## config.mk

```make
export PLATFORM = sky130hd
export DESIGN_NAME = fpga_serial_loader
export DESIGN_NICKNAME = d
export VERILOG_FILES = /design/src/rtl/fsl_pkg.sv /design/src/rtl/fsl_sync2.sv /design/src/rtl/fsl_shifter.sv /design/src/rtl/fpga_serial_loader.sv
export SDC_FILE = /design/constraint.sdc
export NUM_CORES = 1
export LEC_CHECK = 0
export ABC_AREA = 0
export BUFFER_PORTS_ARGS = -buffer_cell sky130_fd_sc_hd__buf_2
export CAP_MARGIN = 20
export CORE_MARGIN = 1.5
export CORE_UTILIZATION = 30
export DETAILED_ROUTE_END_ITERATION = 10
export SYNTH_ARGS = -nofsm -noshare
export SYNTH_HDL_FRONTEND = slang
export SYNTH_SLANG_ARGS = --single-unit
```

## constraint.sdc

```tcl
create_clock -name clk_i -period 3 [get_ports clk_i]
set_input_delay 0.3 -clock clk_i [delete_from_list [all_inputs] [get_ports clk_i]]
set_output_delay 0.3 -clock clk_i [all_outputs]
set_load 0.01 [all_outputs]
```

## src/rtl/fsl_pkg.sv

```systemverilog
package fsl_pkg;
  typedef enum logic [2:0] {
    ST_IDLE,
    ST_P_ON,
    ST_P_OFF,
    ST_W_INIT,
    ST_STREAM,
    ST_W_DONE
  } fsl_state_e;
endpackage

```

## src/rtl/fsl_sync2.sv

```systemverilog
module fsl_sync2 (
  input  logic clk_i,
  input  logic rst_ni,
  input  logic d_i,
  output logic q_o
);
  logic meta_q, sync_q;

  always_ff @(posedge clk_i or negedge rst_ni) begin
    if (!rst_ni) begin
      meta_q <= 1'b0;
      sync_q <= 1'b0;
    end else begin
      meta_q <= d_i;
      sync_q <= meta_q;
    end
  end

  assign q_o = sync_q;
endmodule

```

## src/rtl/fsl_shifter.sv

```systemverilog
module fsl_shifter #(
  parameter int unsigned HALF_DIV = 5
) (
  input  logic       clk_i,
  input  logic       rst_ni,
  input  logic       load_i,
  input  logic [7:0] data_i,
  output logic       empty_o,
  output logic       idle_o,
  output logic       cclk_o,
  output logic       din_o
);
  localparam int unsigned DIV_W = $clog2(HALF_DIV + 1);

  logic             active_q, cclk_q, buf_full_q;
  logic [DIV_W-1:0] div_q;
  logic [2:0]       bit_q;
  logic [7:0]       sh_q, buf_q;
  logic             tick, consume;

  assign tick    = (div_q == DIV_W'(HALF_DIV - 1));
  // holding buffer moves into the shifter at start or at the last falling edge
  assign consume = buf_full_q && (!active_q || (tick && cclk_q && bit_q == 3'd7));

  always_ff @(posedge clk_i or negedge rst_ni) begin
    if (!rst_ni) begin
      buf_q      <= '0;
      buf_full_q <= 1'b0;
    end else begin
      if (load_i) begin
        buf_q      <= data_i;
        buf_full_q <= 1'b1;
      end else if (consume) begin
        buf_full_q <= 1'b0;
      end
    end
  end

  always_ff @(posedge clk_i or negedge rst_ni) begin
    if (!rst_ni) begin
      active_q <= 1'b0;
      cclk_q   <= 1'b0;
      div_q    <= '0;
      bit_q    <= '0;
      sh_q     <= '0;
    end else if (!active_q) begin
      div_q  <= '0;
      cclk_q <= 1'b0;
      if (consume) begin
        active_q <= 1'b1;
        sh_q     <= buf_q;
        bit_q    <= '0;
      end
    end else begin
      div_q <= tick ? '0 : div_q + 1'b1;
      if (tick) begin
        if (!cclk_q) begin
          cclk_q <= 1'b1;
        end else begin
          cclk_q <= 1'b0;
          if (bit_q == 3'd7) begin
            if (consume) begin
              sh_q  <= buf_q;
              bit_q <= '0;
            end else begin
              active_q <= 1'b0;
            end
          end else begin
            sh_q  <= {1'b0, sh_q[7:1]};
            bit_q <= bit_q + 1'b1;
          end
        end
      end
    end
  end

  assign empty_o = !buf_full_q;
  assign idle_o  = !active_q && !buf_full_q;
  assign cclk_o  = cclk_q;
  assign din_o   = active_q & sh_q[0];

  p_load_when_empty_r5: assert property (@(posedge clk_i) disable iff (!rst_ni)
    load_i |-> empty_o);
  p_din_stable_rise_r6: assert property (@(posedge clk_i) disable iff (!rst_ni)
    $rose(cclk_q) |-> $stable(din_o));
endmodule

```

## src/rtl/fpga_serial_loader.sv

```systemverilog
module fpga_serial_loader
  import fsl_pkg::*;
#(
  parameter int unsigned CLK_HZ    = 125_000_000,
  parameter int unsigned CCLK_HZ   = 12_500_000,
  parameter int unsigned DELAY_CYC = 1000,
  parameter int unsigned INIT_TMO  = 1_000_000,
  parameter int unsigned DONE_TMO  = 10_000_000,
  parameter int unsigned NUM_BYTES = 169216,
  parameter int unsigned ADDR_W    = 24,
  parameter logic [ADDR_W-1:0] BASE_ADDR = '0
) (
  input  logic              clk_i,
  input  logic              rst_ni,
  input  logic              start_i,
  output logic              busy_o,
  output logic              done_o,
  output logic              err_o,
  output logic              mem_rd_o,
  output logic [ADDR_W-1:0] mem_addr_o,
  input  logic              mem_valid_i,
  input  logic [7:0]        mem_data_i,
  output logic              prog_o,
  input  logic              init_i,
  input  logic              cfg_done_i,
  output logic              cclk_o,
  output logic              din_o
);
  localparam int unsigned HALF_DIV = CLK_HZ / (2 * CCLK_HZ);
  localparam int unsigned DLY_W    = $clog2(DELAY_CYC + 1);
  localparam int unsigned CNT_W    = $clog2(NUM_BYTES + 1);
  localparam int unsigned TMO_MAX  = (INIT_TMO > DONE_TMO) ? INIT_TMO : DONE_TMO;
  localparam int unsigned TMO_W    = $clog2(TMO_MAX + 1);

  fsl_state_e       state_q;
  logic [DLY_W-1:0] dly_q;
  logic [TMO_W-1:0] tmo_q;
  logic [CNT_W-1:0] rd_cnt_q;
  logic             pend_q, prog_q, done_q, err_q;
  logic             init_s, done_s, tx_empty, sh_idle, load;

  fsl_sync2 u_sync_init (.clk_i(clk_i), .rst_ni(rst_ni), .d_i(init_i),     .q_o(init_s));
  fsl_sync2 u_sync_done (.clk_i(clk_i), .rst_ni(rst_ni), .d_i(cfg_done_i), .q_o(done_s));

  fsl_shifter #(.HALF_DIV(HALF_DIV)) u_shift (
    .clk_i  (clk_i),
    .rst_ni (rst_ni),
    .load_i (load),
    .data_i (mem_data_i),
    .empty_o(tx_empty),
    .idle_o (sh_idle),
    .cclk_o (cclk_o),
    .din_o  (din_o)
  );

  assign mem_rd_o   = (state_q == ST_STREAM) && tx_empty && !pend_q
                      && (rd_cnt_q != CNT_W'(NUM_BYTES));
  assign mem_addr_o = BASE_ADDR + ADDR_W'(rd_cnt_q);
  assign load       = mem_valid_i && pend_q;

  always_ff @(posedge clk_i or negedge rst_ni) begin
    if (!rst_ni) begin
      state_q  <= ST_IDLE;
      dly_q    <= '0;
      tmo_q    <= '0;
      rd_cnt_q <= '0;
      pend_q   <= 1'b0;
      prog_q   <= 1'b0;
      done_q   <= 1'b0;
      err_q    <= 1'b0;
    end else begin
      done_q <= 1'b0;
      err_q  <= 1'b0;
      unique case (state_q)
        ST_IDLE: if (start_i) begin
          if (done_s) begin
            done_q <= 1'b1;
          end else begin
            state_q <= ST_P_ON;
            prog_q  <= 1'b1;
            dly_q   <= DLY_W'(DELAY_CYC - 1);
          end
        end
        ST_P_ON: begin
          if (dly_q == '0) begin
            prog_q  <= 1'b0;
            state_q <= ST_P_OFF;
            dly_q   <= DLY_W'(DELAY_CYC - 1);
          end else dly_q <= dly_q - 1'b1;
        end
        ST_P_OFF: begin
          if (dly_q == '0) begin
            prog_q  <= 1'b1;
            state_q <= ST_W_INIT;
            tmo_q   <= '0;
          end else dly_q <= dly_q - 1'b1;
        end
        ST_W_INIT: begin
          if (dly_q == '0 && init_s) begin
            state_q  <= ST_STREAM;
            rd_cnt_q <= '0;
            pend_q   <= 1'b0;
          end else if (tmo_q == TMO_W'(INIT_TMO - 1)) begin
            err_q   <= 1'b1;
            prog_q  <= 1'b0;
            state_q <= ST_IDLE;
          end else begin
            tmo_q <= tmo_q + 1'b1;
            dly_q <= (dly_q == '0) ? DLY_W'(DELAY_CYC - 1) : dly_q - 1'b1;
          end
        end
        ST_STREAM: begin
          if (mem_rd_o) begin
            pend_q   <= 1'b1;
            rd_cnt_q <= rd_cnt_q + 1'b1;
          end else if (load) begin
            pend_q <= 1'b0;
          end
          if (rd_cnt_q == CNT_W'(NUM_BYTES) && !pend_q && sh_idle) begin
            state_q <= ST_W_DONE;
            tmo_q   <= '0;
          end
        end
        ST_W_DONE: begin
          if (done_s) begin
            done_q  <= 1'b1;
            prog_q  <= 1'b0;
            state_q <= ST_IDLE;
          end else if (tmo_q == TMO_W'(DONE_TMO - 1)) begin
            err_q   <= 1'b1;
            prog_q  <= 1'b0;
            state_q <= ST_IDLE;
          end else tmo_q <= tmo_q + 1'b1;
        end
        default: state_q <= ST_IDLE;
      endcase
    end
  end

  assign busy_o = (state_q != ST_IDLE);
  assign prog_o = prog_q;
  assign done_o = done_q;
  assign err_o  = err_q;

  p_skip_configured_r1: assert property (@(posedge clk_i) disable iff (!rst_ni)
    (state_q == ST_IDLE && start_i && done_s) |=> (done_o && !prog_o && !busy_o));
  p_idle_released_r2: assert property (@(posedge clk_i) disable iff (!rst_ni)
    !busy_o |-> !prog_o);
  p_single_strobe_r4: assert property (@(posedge clk_i) disable iff (!rst_ni)
    mem_rd_o |=> !mem_rd_o);
  p_done_after_pin_r7: assert property (@(posedge clk_i) disable iff (!rst_ni)
    done_o |-> $past(done_s));
  p_excl_pulses_r11: assert property (@(posedge clk_i) disable iff (!rst_ni)
    !(done_o && err_o));
endmodule

```

# Yosys cells after proc, flatten, opt, wreduce, memory -nomap -nowiden
# Cells that the tools add are included.
[totals] ff_bits=88 inputBits=14 output_inout_bits=31 word_cells=154
[op_classes] add_sub_neg=5 n_eq_ne=29 muxes=70 n_bitwise=1 reduce_logical=30
[ops] op="24-bit two-way mux" count=6
[ops] op="24-bit one-hot mux with 4 select lines" count=1
[ops] op="10-bit two-way mux" count=6
[ops] op="3-bit two-way mux" count=16
[ops] op="8-bit two-way mux" count=5
[ops] op="10-bit one-hot mux with 4 select lines" count=1
[ops] op="18-bit two-way mux" count=2
[ops] op="18-bit one-hot mux with 2 select lines" count=1
[ops] op="2-bit inequality test (second input constant)" count=14
[ops] op="1-bit two-way mux" count=27
[ops] op="24-bit by 1-bit adder with 24-bit output (second input constant)" count=1
[ops] op="24-bit by 20-bit equality test with 1-bit output (second input constant)" count=1
[ops] op="24-bit equality test (second input constant)" count=1
[ops] op="18-bit by 1-bit adder with 18-bit output (second input constant)" count=1
[ops] op="18-bit equality test (second input constant)" count=1
[ops] op="18-bit inequality test (second input constant)" count=1
[ops] op="3-bit one-hot mux with 6 select lines" count=1
[ops] op="7-bit AND reduction" count=2
[ops] op="3-bit equality test (second input constant)" count=4
[ops] op="1-bit logical AND" count=11
[ops] op="10-bit zero test" count=1
[ops] op="10-bit by 1-bit subtractor with 10-bit output (second input constant)" count=1
[ops] op="8-bit AND reduction" count=1
[ops] op="4-bit nonzero test" count=2
[ops] op="other kinds (18)" count=27

# Logic depth before layout (Yosys ltp)
# Gate-level depths: netlist of the first run.
[logic_depth] depth_word=10 mapped_depth=10 depth_no_buf=9

# Cells and area by module
# From an unflattened synthesis of the first run, not the netlist that was laid out.
[hier_totals] hier_cells=507 hier_area_um2=4928.5
[by_module_without_submodules] module="fpga_serial_loader" n_inst=1 cells_per_inst=406 area_per_inst_um2=3664.8 seq_area_each_um2=1476.4
[by_module_without_submodules] module="fsl_shifter" n_inst=1 cells_per_inst=97 area_per_inst_um2=1163.6 seq_area_each_um2=625.6
[by_module_without_submodules] module="fsl_sync2" n_inst=2 cells_per_inst=2 area_per_inst_um2=50.0 seq_area_each_um2=50.0

# Worst setup path before layout of the first run
# No wires, ideal clock.
[synth_timing] path_kind="reg-to-reg" start="reg tmo_q[20]" end="reg tmo_q[13]" setup_time_ns=0.124 arrival_time_ns=2.472 required_time_ns=2.876 setup_slack_ns=0.405 path_stages_with_launch=9 n_path_buf=2 period_less_slack_ns=2.595 cell_sequence="dfrtp_1 or4b_1 or4_4 o41ai_4 or4_1 buf_4 buf_6 nor4_1 a211o_1"
[synth_via] elab_chain_cells=3 elab_cells_between_ends=5 cone_classes="eq/ne: 4; reduce/logical: 1"
[synth_rtl] element="start: declaration" line="fpga_serial_loader.sv:37" text="logic [TMO_W-1:0] tmo_q;"
[synth_rtl] element="start signal: assignment" line="fpga_serial_loader.sv:108" text="tmo_q <= tmo_q + 1'b1;"
[synth_rtl] element="start signal: assignment" line="fpga_serial_loader.sv:133" text="end else tmo_q <= tmo_q + 1'b1;"
[synth_rtl] element="24-bit equality test or 24-bit by 20-bit equality test with 1-bit output (tied branches)" line="fpga_serial_loader.sv:129, fpga_serial_loader.sv:103"
[synth_rtl] element="2-bit inequality test (no source line)"
[synth_rtl] element="7-bit AND reduction (no source line) (*)"
# Every way passes the cells marked *; elsewhere a longest branch is shown, timed or not.
# A chain may end at the register's enable or synchronous reset.

# Final worst setup path of the first run
# Same ends and word-level chain as after synthesis.

==> results.md, run 1 <==
- Initial DRT Pass Iterations: 4
- P&R area growth vs syn: 18.41%
- Max-slew violations: 0
- Initial antenna violation count: 0
- FF-to-FF path depth: 8
- Met2 wire len: 5.202 mm
- Internal power: between 2000 and 2500 uW
- Final setup viols: 0
- Clock skew: 0.006001 ns
- FF+latch count, synth: between 80 and 90
- CP arrival: 3.02 ns
- Async SR Flop Fraction: 100.0%
- Power, Total: 3380 uW
- CP Launch Type: register
- Outcome: completed
- Setup TNS: 0 ns
- Number of distinct library cells after synthesis: 56
- WP data required: 3.24 ns
- Layout net count: 598
- Net switching fraction of the power: 32.92%
- Metal3 WL: around 420 um
- Mux cell area share after synthesis: approximately 1.9%
- Starting Density: 30.87%
- Final Core Density: ~37%
- P_sw: 1113 uW
- Total Routed Length: 11.13 mm
- Ant diodes: 0
- Wirelength per Cell: 14.07 um
- PnR worst setup slack: 0.2205 ns
- Clk sinks: 88
- First-pass GRT wire length: 19.38 mm
- Met1 WL: 5.327 mm
- R2R Setup Slk: 0.22 ns
- Hold/Removal Path Class: primary input to register
- Vias: ~4100
- Combinational group share of total power: 23.6%
- CTS tree: yes
- Die height: 128.3 um
- Synth Instances: 517
- Clock Power Share: approximately 32%
- Achievable Freq: approximately 360 MHz
- CP Class: register to register
- Overflow after GRT: 0
- GRT Util Overall: 14.67%
- Final worst-path cycle share: 92.65%
- Fillcell total: ~1500
- DP Area: 5261 um^2
- Clk root buf: clkbuf_16
- Post-DR vias/cell: 5.120
- Post-Syn Area per Cell: 9.112 um^2
- Layout cells sized above 1: 17.24%
- Worst Setup EP: tmo_q[13]$_DFFE_PN0P_
- Setup crit end kind: register
- Seq pwr share: around 44%
- Cts bufs inserted: 9
- Vias in the first global route: 4025
- Post-Synth Adder-Cell Area: approximately 2.4%
- RSZ-0062 raised after global routing: no
- Post-CTS Setup Bufs: 0
- # rows: 45
- Post-synthesis simple-gate area fraction: 25.44%
- Detailed Place HPWL: about 8 mm
- Final GP Congestion: 0.8212
- Placeable Area: 15260 um^2
- Min Clock Period, post-route: ~2.8 ns
- Max Cap Violations: 0
- IO Count: 45
- Sequential area share after synthesis: 46.75%
- H-tree levels: 3
- Max-slew headroom: 59.37%
- First-iteration detailed-routing DRC count: 210
- Antenna Nets Post-Route: 0
- Die area: 16460 um^2
- R2r startpoint: tmo_q[20]$_DFFE_PN0P_
- Die W: 128.3 um
- Largest family of logic cells by synthesized area: simple AND/OR/NAND/NOR gates
- CTS Buffer Depth: 2
- R2R Path End: tmo_q[13]$_DFFE_PN0P_
- Residual DRC count: 0
- Worst-path clk slew: 0.07 ns
- Final Cell Area: 5578 um^2
- Pre-CTS setup slack: 0.03666 ns
- Largest net degree at the start of global routing: 43
- Synth Area in XOR/XNOR: 1.859%
- EDFF count, synth: 0
- Netlist Area Pre-Place: 4711 um^2
- Leak: around 0.0026 uW
- CP startpoint: tmo_q[20]$_DFFE_PN0P_
- Final Hold Vio Count: 0
- DR top layer: met4
- Crit-path max FO: 19
- Synth warn: 0
- Clk_lat worst skew: about 0.35 ns
- Pwr/cell area: 606.0 nW/um^2
- Port bufs: 38
- Worst-margin pin slew: a little over 0.6 ns
- Max VDD drop: 0.3326 mV
- Top_reg_cell synth: dfrtp_1
- Compound-Gate Fraction of Synth Area: between 10% and 20%
==> power groups by stage <==
| stage | clock network (uW) | registers, uW | logic [uW] |
|---|---|---|---|
| 2_1_floorplan | 0 | 1460 | 610 |
| 3_3_place_gp | 0 | 1510 | 780 |
| 3_5_place_dp | 0 | 1510 | 793 |
| 4_1_cts | 1130 | 1490 | 795 |
| 5_1_grt | 1180 | 1520 | 904 |
| 6_report | 1090 | 1490 | 797 |
==> through the flow <==
stage / hold slack (ns) / std cells
floorplan: 0.004409 / 522
global placement: 0.3194 / 772
detailed placement: 0.3306 / 772
CTS: 0.04298 / 789
global route: 0.04472 / 791
finish: 0.06043 / 791
==> flip-flops by register name, indices dropped and copies added (netlist names) <==
signal	count
u_sync_done.meta_q	1
tmo_q	24
u_shift.sh_q	8
dly_q	10
pend_q	1
u_shift.active_q	1
u_shift.bit_q	3
u_shift.div_q	3
state_q	3
u_shift.buf_q	8
u_sync_done.q_o	1
u_sync_init.meta_q	1
u_shift.buf_full_q	1
u_sync_init.q_o	1
rd_cnt_q	18
prog_o	1
u_shift.cclk_o	1
done_o	1
err_o	1
==> final cells by class <==
type	instances	area, um^2	share of cell area [%]
Clock buffer	9	225.2	4.038
Clock inverter	7	61.31	1.099
Inverter	17	63.81	1.144
Multi-Input combinational cell	389	2316	41.52
Sequential cell	88	2202	39.48
Tap cell	211	264.0	4.733
Timing Repair Buffer	70	445.4	7.986
==> layout by cell type, fill, tap and decap left out, types with 5 or more instances in the layout <==
master	instances
a21oi_1	20
mux2_2	8
or3_1	7
dfrtp_1	88
xor2_1	8
nor3b_1	5
clkbuf_16	9
nor3_1	21
nand3_1	20
ha_1	9
nand2_1	69
or4_1	5
nand4_1	12
and3_1	14
nand2b_1	5
nor2_1	42
a31oi_1	9
nand3b_1	7
buf_2	38
buf_4	29
inv_1	15
o22a_1	18
o21ai_0	44
nor4_1	7
conb_1	6
==> kinds of logic (layout without fill, tap and decap cells) <==
family,count (synthesis),count (layout)
AO/OA/AOI/OAI,121,121
XOR/XNOR,10,10
adder cells (fa/ha/maj),9,9
buffers and inverters,45,103
flip-flops,88,88
multiplexers,8,8
other,1,6
AND/OR/NAND/NOR,235,235
==> worst min path at each step <==
| stage | slack, ns | start | end | cells after the start |
|---|---|---|---|---|
| 6_report | 0.06 | init_i | u_sync_init.meta_q$_DFF_PN0_ | 1 |
| 5_1_grt | 0.04 | init_i | u_sync_init.meta_q$_DFF_PN0_ | 1 |
| 4_1_cts | 0.04 | init_i | u_sync_init.meta_q$_DFF_PN0_ | 1 |
| 3_5_place_dp | 0.33 | rst_ni | done_o$_DFF_PN0_ | 1 |
| 3_3_place_gp | 0.32 | rst_ni | dly_q[3]$_DFFE_PN0P_ | 1 |
| 2_1_floorplan | 0.004 | rst_ni | dly_q[0]$_DFFE_PN0P_ | 0 |
==> worst max-delay path: stages, from the launching register on <==
cell and delay (ns):
dfrtp_1 0.44, or4b_1 0.55, or4_4 0.53, o41ai_4 0.35
buf_4 0.18, or4_1 0.18, buf_12 0.17, nor4_1 0.06
a211o_1 0.22
==> synth_stat cells, types with 9 or more instances <==
library cell   n  area [um^2]
dfrtp_1       88         2202
nand2_1       69        259.0
o21ai_0       44        220.2
nor2_1        42        157.7
nor3_1        21        105.1
a21oi_1       20        100.1
nand3_1       20        100.1
o22a_1        18        157.7
inv_1         15        56.30
and3_1        14        87.58
clkbuf_1      14        52.55
nand4_1       12        75.07
a31oi_1        9        56.30
buf_4          9        67.56
ha_1           9        112.6
==> per-layer routing <==
metal,vias up,track usage (%)
met3,15,3.214
li1,1989,-
met2,83,23.85
met5,-,0
met1,1963,19.54
met4,0,4.693
==> repair_timing <==
item	4_1_cts	5_1_grt
endpoints found under the hold margin	40	0
resized for setup	0	3
endpoints found under the setup margin	0	14
hold buffers	1	0
Power figures use the tool's default switching activity.
==> run 2: changes to the inputs <==
--- a/config.mk
+++ b/config.mk
@@ -5,11 +5,12 @@
 export SDC_FILE = /design/constraint.sdc
 export NUM_CORES = 1
 export LEC_CHECK = 0
-export ABC_AREA = 0
+export ABC_AREA = 1
+export ABC_CLOCK_PERIOD_IN_PS = 3000
 export BUFFER_PORTS_ARGS = -buffer_cell sky130_fd_sc_hd__buf_2
 export CAP_MARGIN = 20
 export CORE_MARGIN = 1.5
-export CORE_UTILIZATION = 30
+export CORE_UTILIZATION = 29
 export DETAILED_ROUTE_END_ITERATION = 10
 export SYNTH_ARGS = -nofsm -noshare
 export SYNTH_HDL_FRONTEND = slang
==> results.md, run 2 <==
- Outcome: complete, but fails checks (was completed)
- Violated checks: hold timing
- Post-CTS Setup Bufs: 0 (unchanged)
- Cts hold-fix bufs: 0 (was 1)
- EDFF count, synth: 0 (unchanged)
- Met1 global-route usage: 19.63% (was 19.54%)
- Hold/Removal Path Class: primary input to async pin (was primary input to register)
- Worst-path clk slew: 0.07 ns (about the same)
- P&R area growth vs syn: 12.02% (was 18.41%)
- # rows: 51 (was 45)
- Placeable Area: 19330 um^2 (was 15260 um^2)
- Starting Density: 29.44% (was 30.87%)
- Top-count cell post-synth: nand2_1 (was dfrtp_1)
- IO Count: 45 (unchanged)
- Largest register FFs: 24 (unchanged)
- Worst hold slack: -0.02039 ns (was 0.06043 ns)
- Wirelength per Cell: 12.09 um (was 14.07 um)
- Most common cell after layout, fill and taps aside: nand2_1 (was dfrtp_1)
- Largest net degree at the start of global routing: 48 (was 43)
- WP data required: 2.70 ns (was 3.24 ns)
- Reg with most FFs: tmo_q (unchanged)
- Async SR Flop Fraction: 100.0% (unchanged)
- Leak: 0.002973 uW (was 0.002583 uW)
- FF+latch count, synth: 88 (unchanged)
- Final Core Density: 32.98% (was 36.56%)
- Final setup viols: 0 (unchanged)
- Overflow after GRT: 0 (unchanged)
- Total Routed Length: 13.45 mm (was 11.13 mm)
- Final Cell Area: 6377 um^2 (was 5578 um^2)
- Setup crit end kind: output pin (was register)
- Crit-path max FO: 7 (was 19)
- Post-synth top area share: 38.68% (was 46.75%)
- Number of distinct library cells after synthesis: 38 (was 56)
- Top_reg_cell synth: dfrtp_1 (unchanged)
- Initial DRT Pass Iterations: 7 (was 4)
- Cts bufs inserted: 9 (unchanged)
- Max VDD drop: 0.3601 mV (was 0.3326 mV)
- Vias: 5019 (was 4050)
- Antenna Nets Post-Route: 0 (unchanged)
- Worst-margin pin slew: 0.7529 ns (was 0.6038 ns)
- Netlist Area Pre-Place: 5693 um^2 (was 4711 um^2)
- Initial antenna violation count: 0 (unchanged)
- First-pass GRT wire length: 23.32 mm (was 19.38 mm)
- Post-DR vias/cell: 4.513 (was 5.120)
- Sequential area share after synthesis: 38.68% (was 46.75%)
- Min Clock Period, post-route: 2.261 ns (was 2.779 ns)
- Vias in the first global route: 4785 (was 4025)
- Clk_lat worst skew: 0.35 ns (about the same)
- Max-slew violations: 0 (unchanged)
- CP arrival: 1.96 ns (was 3.02 ns)
- Synth warn: 0 (unchanged)
- Power, Total: 2353 uW (was 3380 uW)
- Post-Syn Area per Cell: 7.037 um^2 (was 9.112 um^2)
- Grt met2 use: 22.43% (was 23.85%)
- Layout net count: 865 (was 598)
- Pwr/cell area: 368.9 nW/um^2 (was 606.0 nW/um^2)
- Final worst-path cycle share: 75.35% (was 92.65%)
- Ant diodes: 0 (unchanged)
- Die height: 143.1 um (was 128.3 um)
- CTS Buffer Depth: 2 (unchanged)
- First-iteration detailed-routing DRC count: 356 (was 210)
- Synth Instances: 809 (was 517)
- Clock skew: 0.009847 ns (was 0.006001 ns)
- Residual DRC count: 0 (unchanged)
- Synth area leaders: dfrtp_1 (39%), nand2_1 (16%), nor2_1 (9.0%) (was dfrtp_1 (47%), nand2_1 (5.5%), o21ai_0 (4.7%))
- Most frequent cells in the layout: nand2_1 (247), nor2_1 (137), dfrtp_1 (88) (was dfrtp_1 (88), nand2_1 (69), o21ai_0 (44))
- Clk root buf: clkbuf_16 (unchanged)
- FF-to-FF path depth: 12 (was 8)
- Port bufs: 38 (unchanged)
- Die W: 143.1 um (was 128.3 um)
- Met3 usage in global routing: 3.085% (was 3.214%)
- RSZ-0062 raised after global routing: no (unchanged)
- GRT Util Overall: 14.24% (was 14.67%)
- Final Hold Vio Count: 27 (was 0)
- Die area: 20480 um^2 (was 16460 um^2)
- Max Cap Violations: 0 (unchanged)
- CTS tree: yes (unchanged)
- Fillcell total: 2073 (was 1542)
- H-tree levels: 3 (unchanged)
- Most Crowded Layer GR: met2 (unchanged)
- DP Area: 6096 um^2 (was 5261 um^2)
- CP Class: register to output pin (was register to register)
- Achievable Freq: 442.4 MHz (was 359.8 MHz)
- Layout cells sized above 1: 12.51% (was 17.24%)
- CP Launch Type: register (unchanged)
- Synth cell count leaders: nand2_1 (247), nor2_1 (137), dfrtp_1 (88) (was dfrtp_1 (88), nand2_1 (69), o21ai_0 (44))
- Detailed Place HPWL: 9.768 mm (was 8.020 mm)
- Post-CTS Resized: 0 (unchanged)
- Final GP Congestion: 0.8393 (was 0.8212)
- Setup TNS: 0 ns (unchanged)
- Top cell type by total area after synthesis: dfrtp_1 (unchanged)
- Max-slew headroom: 49.75% (was 59.37%)
- Largest registers: tmo_q x24, rd_cnt_q x18, dly_q x10 (unchanged)
- Clk sinks: 88 (unchanged)
## run 2: final cells by class
cell class,count,area (um^2),share of cell area [%]
tap,265,331.6,5.199
clock buffer,10,239.0,3.747
inverter,82,307.8,4.826
multi-input combinational,622,3042,47.69
sequential,88,2202,34.53
clock inverter,6,42.54,0.6671
timing repair buffer,39,212.7,3.335
## run 2: worst max-delay path: stages, from the launching register on
cell     delay (ns)
dfrtp_1        0.45
inv_1          0.15
ha_1           0.16
inv_1          0.04
nor2_1         0.07
nand3_1        0.07
nor2_1         0.12
nand2_1        0.08
nand2_2        0.14
inv_1          0.15
buf_2          0.17
## run 2: per-layer routing
layer / vias to the layer above / share of wire (%) / wire length [um]
li1: 2611 / - / -
met1: 2303 / 51 / 6855
met2: 92 / 44 / 5900
met3: 13 / 4.0 / 540
met4: 0 / 1.1 / 151
met5: - / 0 / 0
## run 2: path summary, 6_finish.rpt
path / start / to / slack (ns)
worst max-delay path: rd_cnt_q[0]$_DFFE_PN0P_ / mem_rd_o / 0.74
worst min-delay path: rst_ni / tmo_q[8]$_DFFE_PN0P_ / -0.02
worst max register to register: rd_cnt_q[0]$_DFFE_PN0P_ / tmo_q[19]$_DFFE_PN0P_ / 0.80
worst min register to register: u_sync_done.meta_q$_DFF_PN0_ / u_sync_done.q_o$_DFF_PN0_ / 0.35
max in group asynchronous: rst_ni / u_shift.active_q$_DFF_PN0_ / 2.38
min in group clk_i: init_i / u_sync_init.meta_q$_DFF_PN0_ / 0.07
## run 2: kinds of logic (layout without fill, tap and decap cells)
group                      after synthesis  count (layout)  synth area share, %
xor gates and xnor gates                30              30                4.615
muxes                                    8               8                1.582
buffers and inverters                  104             137                8.220
DFF                                     88              88                38.68
and+or+nand+nor                        484             484                36.46
adders and majority gates                9               9                1.978
other                                    1               6              0.06587
AOI/OAI and AO/OA                       85              85                8.395
## run 2: power breakdown
group	switching (uW)	internal (uW)	total (uW)
Combinational	34.6	19.2	53.8
Sequential	8.06	1200	1210
Clock	505	586	1090
## run 2: stage by stage
stage | std cells | setup slack, ns
2_1_floorplan | 814 | 1.237
3_3_place_gp | 1096 | 0.8775
3_5_place_dp | 1096 | 0.8031
4_1_cts | 1112 | 0.7422
5_1_grt | 1112 | 0.4231
6_report | 1112 | 0.7395
